File: config.mk
export PLATFORM = sky130hd
export DESIGN_NAME = irq_dispatch
export DESIGN_NICKNAME = d
export VERILOG_FILES = /design/src/rtl/irq_disp_pkg.sv /design/src/rtl/irq_prio_pick.sv /design/src/rtl/irq_vec_table.sv /design/src/rtl/irq_dispatch.sv
export SDC_FILE = /design/constraint.sdc
export NUM_CORES = 1
export LEC_CHECK = 0
export CORE_MARGIN = 2
export CORE_UTILIZATION = 66
export CTS_CLUSTER_SIZE = 40
export DETAILED_ROUTE_END_ITERATION = 8
export DONT_BUFFER_PORTS = 1
export MAX_ROUTING_LAYER = met4
export PLACE_DENSITY = 0.86
export SYNTH_ARGS = -nofsm -noshare
export SYNTH_HDL_FRONTEND = slang
export SYNTH_SLANG_ARGS = --single-unit
export TNS_END_PERCENT = 20
File: constraint.sdc
create_clock -name clk_i -period 5.59 [get_ports clk_i]
set_input_delay 0.8385 -clock clk_i [delete_from_list [all_inputs] [get_ports clk_i]]
set_output_delay 0.8385 -clock clk_i [all_outputs]
set_load 0.1 [all_outputs]
File: src/rtl/irq_disp_pkg.sv
package irq_disp_pkg;
  typedef enum logic {
    MODE_USER  = 1'b0,
    MODE_SUPER = 1'b1
  } mode_e;

  localparam mode_e RESET_MODE = MODE_SUPER;
endpackage

File: src/rtl/irq_prio_pick.sv
module irq_prio_pick #(
  parameter int N  = 8,
  parameter int IW = 4
) (
  input  logic [N-1:0]  req_i,
  output logic          vld_o,
  output logic [IW-1:0] idx_o
);
  // descending scan: last hit is the lowest index
  always_comb begin
    vld_o = 1'b0;
    idx_o = '0;
    for (int i = N - 1; i >= 0; i--) begin
      if (req_i[i]) begin
        vld_o = 1'b1;
        idx_o = IW'(i);
      end
    end
  end
endmodule

File: src/rtl/irq_vec_table.sv
module irq_vec_table #(
  parameter int DEPTH  = 9,
  parameter int IW     = 4,
  parameter int ADDR_W = 16,
  parameter int MASK_W = 8
) (
  input  logic              clk_i,
  input  logic              rst_ni,
  input  logic              we_i,
  input  logic [IW-1:0]     widx_i,
  input  logic [ADDR_W-1:0] wip_i,
  input  logic              wmode_i,
  input  logic [MASK_W-1:0] wmask_i,
  input  logic [IW-1:0]     ridx_i,
  output logic [ADDR_W-1:0] rip_o,
  output logic              rmode_o,
  output logic [MASK_W-1:0] rmask_o
);
  logic [ADDR_W-1:0] ip_q   [DEPTH];
  logic              mode_q [DEPTH];
  logic [MASK_W-1:0] mask_q [DEPTH];

  for (genvar g = 0; g < DEPTH; g++) begin : g_ent
    always_ff @(posedge clk_i or negedge rst_ni) begin
      if (!rst_ni) begin
        ip_q[g]   <= '0;
        mode_q[g] <= 1'b0;
        mask_q[g] <= '0;
      end else if (we_i && (widx_i == IW'(g))) begin
        ip_q[g]   <= wip_i;
        mode_q[g] <= wmode_i;
        mask_q[g] <= wmask_i;
      end
    end
  end

  always_comb begin
    rip_o   = '0;
    rmode_o = 1'b0;
    rmask_o = '0;
    for (int i = 0; i < DEPTH; i++) begin
      if (ridx_i == IW'(i)) begin
        rip_o   = ip_q[i];
        rmode_o = mode_q[i];
        rmask_o = mask_q[i];
      end
    end
  end
endmodule

File: src/rtl/irq_dispatch.sv
module irq_dispatch
  import irq_disp_pkg::*;
#(
  parameter int N_IRQ   = 8,
  parameter int ADDR_W  = 16,
  parameter int PARAM_W = 8,
  localparam int IDX_W  = $clog2(N_IRQ + 1)
) (
  input  logic               clk_i,
  input  logic               rst_ni,
  input  logic               en_i,
  input  logic [N_IRQ-1:0]   irq_i,
  input  logic               sys_req_i,
  input  logic [PARAM_W-1:0] sys_arg_i,
  input  logic               ack_i,
  input  logic               ctx_we_i,
  input  logic [ADDR_W-1:0]  ctx_ip_i,
  input  logic               ctx_mode_i,
  input  logic [N_IRQ-1:0]   ctx_mask_i,
  input  logic               tbl_we_i,
  input  logic [IDX_W-1:0]   tbl_idx_i,
  input  logic [ADDR_W-1:0]  tbl_ip_i,
  input  logic               tbl_mode_i,
  input  logic [N_IRQ-1:0]   tbl_mask_i,
  output logic [ADDR_W-1:0]  ip_o,
  output logic               mode_o,
  output logic [N_IRQ-1:0]   mask_o,
  output logic [ADDR_W-1:0]  sav_ip_o,
  output logic               sav_mode_o,
  output logic [N_IRQ-1:0]   sav_mask_o,
  output logic [PARAM_W-1:0] param_o,
  output logic [IDX_W-1:0]   vec_o,
  output logic               sys_o,
  output logic               take_o
);
  localparam int DEPTH   = N_IRQ + 1;
  localparam int SYS_IDX = N_IRQ;

  logic [ADDR_W-1:0]  ip_q, sav_ip_q;
  mode_e              mode_q, sav_mode_q;
  logic [N_IRQ-1:0]   mask_q, sav_mask_q;
  logic [PARAM_W-1:0] param_q;
  logic [IDX_W-1:0]   vec_q;
  logic               sys_q, take_q, busy_q;

  logic [N_IRQ-1:0]   pend_eff;
  logic               hw_vld;
  logic [IDX_W-1:0]   hw_idx, sel_idx;
  logic               go;
  logic [ADDR_W-1:0]  h_ip;
  logic               h_mode;
  logic [N_IRQ-1:0]   h_mask;

  assign pend_eff = irq_i & ~mask_q;

  irq_prio_pick #(.N(N_IRQ), .IW(IDX_W)) u_pick (
    .req_i (pend_eff),
    .vld_o (hw_vld),
    .idx_o (hw_idx)
  );

  assign sel_idx = hw_vld ? hw_idx : IDX_W'(SYS_IDX);
  assign go      = en_i && !busy_q && (hw_vld || sys_req_i);

  irq_vec_table #(.DEPTH(DEPTH), .IW(IDX_W), .ADDR_W(ADDR_W), .MASK_W(N_IRQ)) u_tbl (
    .clk_i   (clk_i),
    .rst_ni  (rst_ni),
    .we_i    (tbl_we_i),
    .widx_i  (tbl_idx_i),
    .wip_i   (tbl_ip_i),
    .wmode_i (tbl_mode_i),
    .wmask_i (tbl_mask_i),
    .ridx_i  (sel_idx),
    .rip_o   (h_ip),
    .rmode_o (h_mode),
    .rmask_o (h_mask)
  );

  always_ff @(posedge clk_i or negedge rst_ni) begin
    if (!rst_ni) begin
      ip_q       <= '0;
      mode_q     <= RESET_MODE;
      mask_q     <= '1;
      sav_ip_q   <= '0;
      sav_mode_q <= RESET_MODE;
      sav_mask_q <= '1;
      param_q    <= '0;
      vec_q      <= '0;
      sys_q      <= 1'b0;
    end else if (go) begin
      // handle applied atomically; old context saved for return
      ip_q       <= h_ip;
      mode_q     <= mode_e'(h_mode);
      mask_q     <= h_mask;
      sav_ip_q   <= ip_q;
      sav_mode_q <= mode_q;
      sav_mask_q <= mask_q;
      param_q    <= hw_vld ? PARAM_W'(hw_idx) : sys_arg_i;
      vec_q      <= sel_idx;
      sys_q      <= !hw_vld;
    end else if (ctx_we_i) begin
      ip_q   <= ctx_ip_i;
      mode_q <= mode_e'(ctx_mode_i);
      mask_q <= ctx_mask_i;
    end
  end

  always_ff @(posedge clk_i or negedge rst_ni) begin
    if (!rst_ni) begin
      take_q <= 1'b0;
      busy_q <= 1'b0;
    end else begin
      take_q <= go;
      if (go)         busy_q <= 1'b1;
      else if (ack_i) busy_q <= 1'b0;
    end
  end

  assign ip_o       = ip_q;
  assign mode_o     = mode_q;
  assign mask_o     = mask_q;
  assign sav_ip_o   = sav_ip_q;
  assign sav_mode_o = sav_mode_q;
  assign sav_mask_o = sav_mask_q;
  assign param_o    = param_q;
  assign vec_o      = vec_q;
  assign sys_o      = sys_q;
  assign take_o     = take_q;

  AST_TAKE_PULSE: assert property (@(posedge clk_i) disable iff (!rst_ni)
    take_o |=> !take_o) else $error("take held");

  AST_NO_TAKE_BUSY: assert property (@(posedge clk_i) disable iff (!rst_ni)
    (busy_q && !take_o) |=> !take_o) else $error("take while busy");

  AST_NO_TAKE_DISABLED: assert property (@(posedge clk_i) disable iff (!rst_ni)
    !en_i |=> !take_o) else $error("take while disabled");

  AST_LINE_UNMASKED: assert property (@(posedge clk_i) disable iff (!rst_ni)
    (take_o && !sys_o) |-> |($past(pend_eff) & (N_IRQ'(1) << vec_o)))
    else $error("masked line taken");

  AST_HIGHEST_WINS: assert property (@(posedge clk_i) disable iff (!rst_ni)
    (take_o && !sys_o) |-> (($past(pend_eff) & ((N_IRQ'(1) << vec_o) - N_IRQ'(1))) == '0))
    else $error("lower priority taken");

  AST_SYS_YIELDS: assert property (@(posedge clk_i) disable iff (!rst_ni)
    (take_o && sys_o) |-> ($past(pend_eff) == '0)) else $error("syscall beat irq");

  AST_SAVE_IP: assert property (@(posedge clk_i) disable iff (!rst_ni)
    take_o |-> (sav_ip_o == $past(ip_q))) else $error("save ip wrong");
endmodule

==> results.md, run 1 <==
- Clock Latency Late Sink: 0.57 ns
- Startpoint of the most critical setup path: mask_o[0]$_DFFE_PN1P_
- Number of levels the H-tree was split into: 1
- Post-synthesis xor/xnor area fraction: 0%
- Layout fillers: 1239
- Async set or reset register ratio after synthesis: 100.0%
- Kind of start point of the critical path: register
- Leakage component of the power: 6.119 nW
- Portion of total power attributed to sequential cells: 55.5%
- WP data arrival: 4.44 ns
- Net Sw Frac: 45.73%
- Detailed-router iteration count before antenna repair: 5
- Minimum clock period after layout: 3.981 ns
- Relative slew slack: 23.48%
- Count of pins on the block boundary: 141
- Die X-Extent: 145.4 µm
- Cell at the root of the clock tree: sky130_fd_sc_hd__clkbuf_16
- Synth Area in Compound Gates: 13.45%
- Commonest non-fill, non-tap cells in the layout: 270 x sky130_fd_sc_hd__dfrtp_1, 227 x sky130_fd_sc_hd__mux2_2, 116 x sky130_fd_sc_hd__nand2_1
- Internal Pwr Total: 4.616 mW
- Register-to-Register Path Depth: 6
- Sequential fraction of the synthesis area: 54.98%
- Leading area contributor after synthesis: sky130_fd_sc_hd__dfrtp_1
- Slowest library cell on the worst path: sky130_fd_sc_hd__nor2_2
- Most frequent standard cell in the layout excluding fill and tap cells: sky130_fd_sc_hd__dfrtp_1
- Antenna Diode Count: 0
- Global-route wire length before repair: 54700 µm
- Via count of the routed design: 9421
- Final setup fails: 0
- CTS tree: yes
- Synthesized-area fraction occupied by and/or/nand/nor cells: 9.208%
- Crit-path leading delay family: simple AND/OR/NAND/NOR gates
- Kind of capture point of the worst setup path: register
- Combinational family with the most area after synthesis: multiplexers
- Ratio of total power to cell area: 592.5 nW/µm²
- Grt ovf: 0
- TritonCTS buffer count: 29
- Number of routed nets with antenna violations: 0
- Post-Syn Area per Cell: 12.22 µm²
- Total setup buffers inserted after CTS: 0
- Starting density of the core: 67.57%
- Worst clock skew on the final layout: 0.02028 ns
- Setup repair after global routing missed its margin: no
- Yosys warning count: 0
- Register bit count reported by yosys: 289
- Worst path setup slack after routing: 1.609 ns
- Maximum ir drop on the vdd rail: 0.0003202 V
- Largest net degree at the start of global routing: 290
- Dpl cell area: 13370 µm²
- Pins Over Slew Limit: 0
- Cell count along the critical path: 6
- Placed Cells: 1285
- Area of the core: 19530 µm²
- Number of gates resized after cts: 0
- Data required time of the critical path: 6.05 ns
- Kind of critical path: reg -> reg
- Nets in the synthesized netlist: 1157
- Setup Total Neg Slack: 0 ns
- Status: finished clean
- Port buffer count: 0
- Die height: 145.4 µm
- Worst Path Buf+Inv: 0
- Share of the clock period used by the worst path: 71.21%
- All-Layer GR Usage: 33.81%
- Highest cell delay on the worst timing path: 0.95 ns
- Detailed Route WL: 35050 µm
- Hold/Removal Path Class: in -> async
- Post-synthesis instance total: 1080
- Setup slack on the worst flop-to-flop path: 1.61 ns
- Via count of the first global-routing pass: 9531
- HPWL Detailed: 21340 µm
- Total net switching power: 3.890 mW
- Netlist cell types: 51
- Reg2Reg Launch Point: mask_o[0]$_DFFE_PN1P_
- Part of the power in the clock network: 22.4%
- Fin cells: 1340
- Destination of the critical timing path: ip_o[5]$_DFFE_PN0P_
- Remaining routing DRC violations: 0
- Highest achievable clock rate: 0.2512 GHz
- Routability-driven placement congestion ratio: 0.9158
- Multiplexer area fraction after synthesis: 19.76%
- Net count, final: 1130
- Area of all placed cells without fillers: 14360 µm²
- Ratio of cells with drive above 1 in the final layout: 33.77%
- Worst hold margin: 0.02209 ns
- Number of endpoints with negative hold slack in the final report: 0
- DIE AREA: 21140 µm²
- Detailed-route vias per instance: 7.031
- Dominant register cell in the synthesized netlist: sky130_fd_sc_hd__dfrtp_1
- Endpoint of the most critical register-to-register path: ip_o[5]$_DFFE_PN0P_
- Number of flops mapped to enable cells by yosys: 0
- Antenna violations before repair: 0
- Cells traversed along the worst timing path: nand2b_1 > nand4_2 > nor2_2 > o21ai_0 > a31o_2 > a221oi_2
- Cell types with the largest area share after synthesis: sky130_fd_sc_hd__dfrtp_1 51%, sky130_fd_sc_hd__mux2_2 19%, sky130_fd_sc_hd__dfstp_2 3.6%
- Clock slew at the register clock pins of the worst setup and hold paths: 0.06 ns
- Post-synthesis cell area: 13190 µm²
- Crit path max fanout: 23
- DR iter-0 viols: 926
- Fraction of the mapped netlist area in adder cells: 0%
- Row count: 51
- Longest Clk Path Bufs: 3
- Max-cap violation count: 0
- Post-synth top area share: 51.40%
- Least-Margin Pin Slew: 1.148 ns
- Area added between synthesis and finish: 8.810%
- Total clock sinks: 289
- Pre-CTS setup slack: 1.778 ns
- Combinational fraction of design power: 22.1%
- Wire length per cell: 26.15 µm
kinds of logic after synthesis:
group,count (synthesis)
compound gates,228
buf+inv,82
flops,289
mux,232
simple gates,249
worst min-delay path by stage:
stage,from,endpoint,slack (ns),cells past startpoint
after global routing,rst_ni,u_tbl.ip_q[10]$_DFFE_PN0P_,0.001,0
after CTS,rst_ni,vec_o[1]$_DFFE_PN0P_,-0.03,0
final,rst_ni,ip_o[7]$_DFFE_PN0P_,0.02,0
after floorplan,u_tbl.ip_q[64]$_DFFE_PN0P_,u_tbl.ip_q[64]$_DFFE_PN0P_,0.47,1
after global placement,u_tbl.ip_q[68]$_DFFE_PN0P_,u_tbl.ip_q[68]$_DFFE_PN0P_,0.48,1
after detailed placement,u_tbl.ip_q[71]$_DFFE_PN0P_,u_tbl.ip_q[71]$_DFFE_PN0P_,0.48,1
power by group through the flow:
stage          Combinational [mW]  Clock (mW)  Sequential (mW)
4_1_cts                      1.82        1.90             4.70
3_3_place_gp                 1.72           0             4.69
5_1_grt                      2.02        1.99             4.78
6_report                     1.88        1.90             4.72
3_5_place_dp                 1.79           0             4.73
2_1_floorplan                1.41           0             4.55
registers in the layout, indices dropped and copies added (netlist names):
register	cells
u_tbl.ip_q	144
vec_o	4
u_tbl.mode_q	9
take_o	1
busy_q	1
mode_o	1
sav_ip_o	16
sav_mask_o	8
sav_mode_o	1
ip_o	16
mask_o	8
u_tbl.mask_q	72
param_o	8
layer usage:
layer / GRT usage [%] / wire length (µm) / up-vias
li1: - / - / 3939
met1: 46.00 / 14410 / 4852
met2: 51.64 / 16310 / 550
met3: 8.088 / 3550 / 80
met4: 9.559 / 782 / 0
met5: - / 0 / -
metrics by stage:
stage                     util, %  total power, mW
after floorplan                 -            5.961
after global placement      68.47            6.411
after detailed placement    68.47            6.520
after CTS                   73.24            8.424
after global routing        73.52            8.783
final                       73.52            8.506
cell type report:
class,instances,area [µm²],area share (%)
inverters,3,11.26,0.07844
well taps,265,331.6,2.310
clock inverters,14,107.6,0.7495
flip-flops and latches,289,7256,50.54
multi-input cells,709,5629,39.21
repair buffers,21,197.7,1.377
clock buffers,39,823.3,5.735
synthesized netlist by cell type (3+ instances only):
cell type / n
sky130_fd_sc_hd__o21ai_1: 12
sky130_fd_sc_hd__nand2b_1: 28
sky130_fd_sc_hd__o21ai_0: 50
sky130_fd_sc_hd__a31o_2: 14
sky130_fd_sc_hd__a221oi_1: 26
sky130_fd_sc_hd__nand3b_1: 3
sky130_fd_sc_hd__nand2_1: 116
sky130_fd_sc_hd__a22oi_1: 4
sky130_fd_sc_hd__a221oi_2: 20
sky130_fd_sc_hd__buf_4: 4
sky130_fd_sc_hd__clkbuf_1: 55
sky130_fd_sc_hd__a221o_1: 21
sky130_fd_sc_hd__dfrtp_1: 271
sky130_fd_sc_hd__mux2_2: 227
sky130_fd_sc_hd__a31o_1: 6
sky130_fd_sc_hd__nor2_1: 24
sky130_fd_sc_hd__nand3_1: 8
sky130_fd_sc_hd__o221ai_1: 24
sky130_fd_sc_hd__o22ai_1: 5
sky130_fd_sc_hd__mux2i_1: 4
sky130_fd_sc_hd__nor2b_1: 10
sky130_fd_sc_hd__buf_1: 4
sky130_fd_sc_hd__a21oi_1: 34
sky130_fd_sc_hd__dfstp_2: 18
sky130_fd_sc_hd__nor3_1: 25
sky130_fd_sc_hd__and3_1: 20
sky130_fd_sc_hd__buf_2: 16
Power figures use the tool's default switching activity.
==> run 2, diff against run 1 <==
Settings changed: ABC_AREA set to 1, CORE_UTILIZATION 66 to 57, PLACE_DENSITY 0.86 to 0.79.
Clock period 5.59 ns to 3.2 ns, I/O delays scaled along.
==> run 2 against run 1 <==
Compared with the run above:
- sequential share of layout area is 1.7 points higher
- the flow now finishes with violations (negative hold slack)
- setup slack worse by 1.0 ns
- highest routed layer unchanged
- power is 39% higher
- die area is 12% higher
- critical path depth is 8 higher
- via count is 14% higher
- sequential power is 39% higher
- fmax is 52% higher
==> results.md, run 2 <==
- Dominant register cell in the synthesized netlist: sky130_fd_sc_hd__dfrtp_1
- Nets in the synthesized netlist: 1594 (+38%)
- Number of levels the H-tree was split into: 1 (unchanged)
- DR iter-0 viols: 1462 (+58%)
- Cell at the root of the clock tree: sky130_fd_sc_hd__clkbuf_16
- Setup Total Neg Slack: 0 ns (unchanged)
- Top register by number of flip-flops: u_tbl.ip_q
- Area of the core: 21890 µm² (+12%)
- Commonest non-fill, non-tap cells in the layout: 405 x sky130_fd_sc_hd__nand2_1, 270 x sky130_fd_sc_hd__dfrtp_1, 265 x sky130_fd_sc_hd__o21ai_0
- Number of endpoints with negative hold slack in the final report: 276 (+276)
- Routability-driven placement congestion ratio: 0.8396 (-8.3%)
- Relative slew slack: 28.75% (+5.3 points)
- CTS tree: yes
- Die X-Extent: 153.6 µm (+5.6%)
- Placed Cells: 1734 (+35%)
- Global-route wire length before repair: 55590 µm (+1.6%)
- Wire length per cell: 19.23 µm (-26%)
- Detailed-route vias per instance: 5.977 (-15%)
- Max-cap violation count: 0 (unchanged)
- Biggest registers after layout: u_tbl.ip_q x144, u_tbl.mask_q x72
- Number of routed nets with antenna violations: 0 (unchanged)
- Kind of critical path: reg -> reg
- Cell types with the largest area share after synthesis: sky130_fd_sc_hd__dfrtp_1 53%, sky130_fd_sc_hd__nand2_1 12%, sky130_fd_sc_hd__o21ai_0 10%
- Post-synthesis instance total: 1517 (+40%)
- Largest net degree at the start of global routing: 290 (unchanged)
- Detailed-router iteration count before antenna repair: 5 (unchanged)
- Kind of start point of the critical path: register
- Port buffer count: 0 (unchanged)
- Minimum clock period after layout: 2.610 ns (-1.370 ns)
- Number of flops mapped to enable cells by yosys: 0 (unchanged)
- Flip-flop count of the largest register after layout: 144 (unchanged)
- Layout fillers: 1792 (+45%)
- Kind of capture point of the worst setup path: register
- Count of pins on the block boundary: 141 (unchanged)
- Longest Clk Path Bufs: 3 (unchanged)
- Via count of the routed design: 10710 (+14%)
- Fin cells: 1791 (+34%)
- Number of gates resized after cts: 0 (unchanged)
- Net count, final: 1562 (+38%)
- Sequential fraction of the synthesis area: 56.90% (+1.9 points)
- Data required time of the critical path: 3.65 ns (-2.40 ns)
- Crit path max fanout: 25 (+8.7%)
- Row count: 54 (+5.9%)
- DIE AREA: 23580 µm² (+12%)
- All-Layer GR Usage: 30.37% (-3.4 points)
- Post-synth top area share: 53.19% (+1.8 points)
- Register bit count reported by yosys: 289 (unchanged)
- Remaining routing DRC violations: 0 (unchanged)
- Final setup fails: 0 (unchanged)
- Die height: 153.6 µm (+5.6%)
- Via count of the first global-routing pass: 10060 (+5.5%)
- Total setup buffers inserted after CTS: 0 (unchanged)
- Setup repair after global routing missed its margin: no
- Leakage component of the power: 6.578 nW (+7.5%)
- Post-synthesis cell area: 12750 µm² (-3.4%)
- Worst hold margin: -0.3591 ns (-0.3812 ns)
- HPWL Detailed: 20600 µm (-3.4%)
- Antenna violations before repair: 4 (+4)
- Post-Syn Area per Cell: 8.405 µm² (-31%)
- Hold/Removal Path Class: in -> async
- Most common cell in the synthesized netlist: sky130_fd_sc_hd__nand2_1
- Most frequent standard cell in the layout excluding fill and tap cells: sky130_fd_sc_hd__nand2_1
- Clock slew at the register clock pins of the worst setup and hold paths: 0.06 ns (about the same)
- Pins Over Slew Limit: 0 (unchanged)
- Clock Latency Late Sink: 0.54 ns (-0.03 ns)
- Area added between synthesis and finish: 8.921%
- Post-synth top cells: 406 x sky130_fd_sc_hd__nand2_1, 271 x sky130_fd_sc_hd__dfrtp_1, 265 x sky130_fd_sc_hd__o21ai_0
- Starting density of the core: 58.24% (-9.3 points)
- Least-Margin Pin Slew: 1.069 ns (-0.07893 ns)
- Grt ovf: 0 (unchanged)
- Leading area contributor after synthesis: sky130_fd_sc_hd__dfrtp_1
- Ratio of total power to cell area: 851.2 nW/µm² (+44%)
- Detailed Route WL: 34450 µm (-1.7%)
- Total clock sinks: 289 (unchanged)
- TritonCTS buffer count: 29 (unchanged)
- Maximum ir drop on the vdd rail: 0.0004043 V (+26%)
- Yosys warning count: 0 (unchanged)
- Ratio of cells with drive above 1 in the final layout: 8.560% (-25 points)
- WP data arrival: 3.07 ns (-1.37 ns)
- Async set or reset register ratio after synthesis: 100.0% (unchanged)
- Status: finished with violations
- Netlist cell types: 24 (-53%)
- Share of the clock period used by the worst path: 81.58% (+10 points)
- Violations in the final reports: negative hold slack
- Highest achievable clock rate: 0.3831 GHz (+52%)
- Worst clock skew on the final layout: 0.01496 ns (-0.005318 ns)
run 2: critical path: stages (launching register included):
cell and delay [ns]:
sky130_fd_sc_hd__dfstp_2 0.58, sky130_fd_sc_hd__nor2_1 0.06, sky130_fd_sc_hd__nand2_1 0.06, sky130_fd_sc_hd__nand2_1 0.05
sky130_fd_sc_hd__nand2_1 0.05, sky130_fd_sc_hd__nand2_1 0.07, sky130_fd_sc_hd__nand2_1 0.06, sky130_fd_sc_hd__nand2_1 0.12
sky130_fd_sc_hd__nand2_1 0.18, sky130_fd_sc_hd__nand3_2 0.64, sky130_fd_sc_hd__nor2_1 0.33, sky130_fd_sc_hd__nor2_1 0.08
sky130_fd_sc_hd__nand4_1 0.07, sky130_fd_sc_hd__nand2_1 0.06, sky130_fd_sc_hd__a21oi_1 0.13
run 2: worst paths after layout:
path                                                    from                      endpoint  slack (ns)  depth (start not counted)
worst min-delay path                                  rst_ni       sav_ip_o[3]$_DFFE_PN0P_       -0.36                          0
max in group asynchronous                             rst_ni          vec_o[3]$_DFFE_PN0P_        3.10                          0
worst max-delay path                   mask_o[7]$_DFFE_PN1P_           ip_o[1]$_DFFE_PN0P_        0.59                         14
min in group clk_i                                     ack_i            busy_q$_DFFE_PN0P_        0.05                          1
worst max register to register         mask_o[7]$_DFFE_PN1P_           ip_o[1]$_DFFE_PN0P_        0.59                         14
worst min register to register  u_tbl.mask_q[69]$_DFFE_PN0P_  u_tbl.mask_q[69]$_DFFE_PN0P_        0.48                          2
run 2: area by class of cell:
| type | count | area, µm² | share of cell area, % |
|---|---|---|---|
| sequential | 289 | 7256 | 52.25 |
| multi-input combinational | 1031 | 4715 | 33.95 |
| clock buffer | 44 | 852.1 | 6.136 |
| inverter | 99 | 371.6 | 2.676 |
| tap | 280 | 350.3 | 2.523 |
| timing repair buffer | 35 | 287.8 | 2.072 |
| clock inverter | 9 | 45.04 | 0.3244 |
| antenna | 4 | 10.01 | 0.07208 |
run 2: where the power goes:
part | total, mW | switching (mW) | internal [mW]
clock network | 3.18 | 1.36 | 1.82
logic | 2.10 | 1.43 | 0.671
registers | 6.54 | 2.05 | 4.49
run 2: logic make-up (layout without fill, tap and decap cells):
family          Yosys count  after routing  share of synthesized area, %
other cells               0              4                             0
flops                   289            289                         56.90
compound gates          318            318                         13.00
buf+inv                 197            187                         6.232
simple gates            713            713                         23.87
run 2: layer usage:
layer	global-route usage (%)	vias up	part of all wire, %
li1	-	4917	-
met1	42.99	5114	41
met5	-	-	0
met2	43.07	630	43
met3	9.470	44	14
met4	7.733	0	1.6
run 2: per-stage QoR:
| stage | utilization [%] | cell area (µm²) | setup WS, ns | power (mW) | hold WS [ns] |
|---|---|---|---|---|---|
| 2_1_floorplan | - | 12750 | 0.9196 | 8.007 | 0.1844 |
| 3_3_place_gp | 59.29 | 12980 | 0.7581 | 8.541 | 0.1920 |
| 3_5_place_dp | 59.29 | 12980 | 0.6345 | 8.640 | 0.1905 |
| 4_1_cts | 63.39 | 13880 | 0.6231 | 11.81 | -0.3698 |
| 5_1_grt | 63.44 | 13890 | 0.3500 | 12.36 | -0.3757 |
| 6_report | 63.44 | 13890 | 0.5896 | 11.82 | -0.3591 |
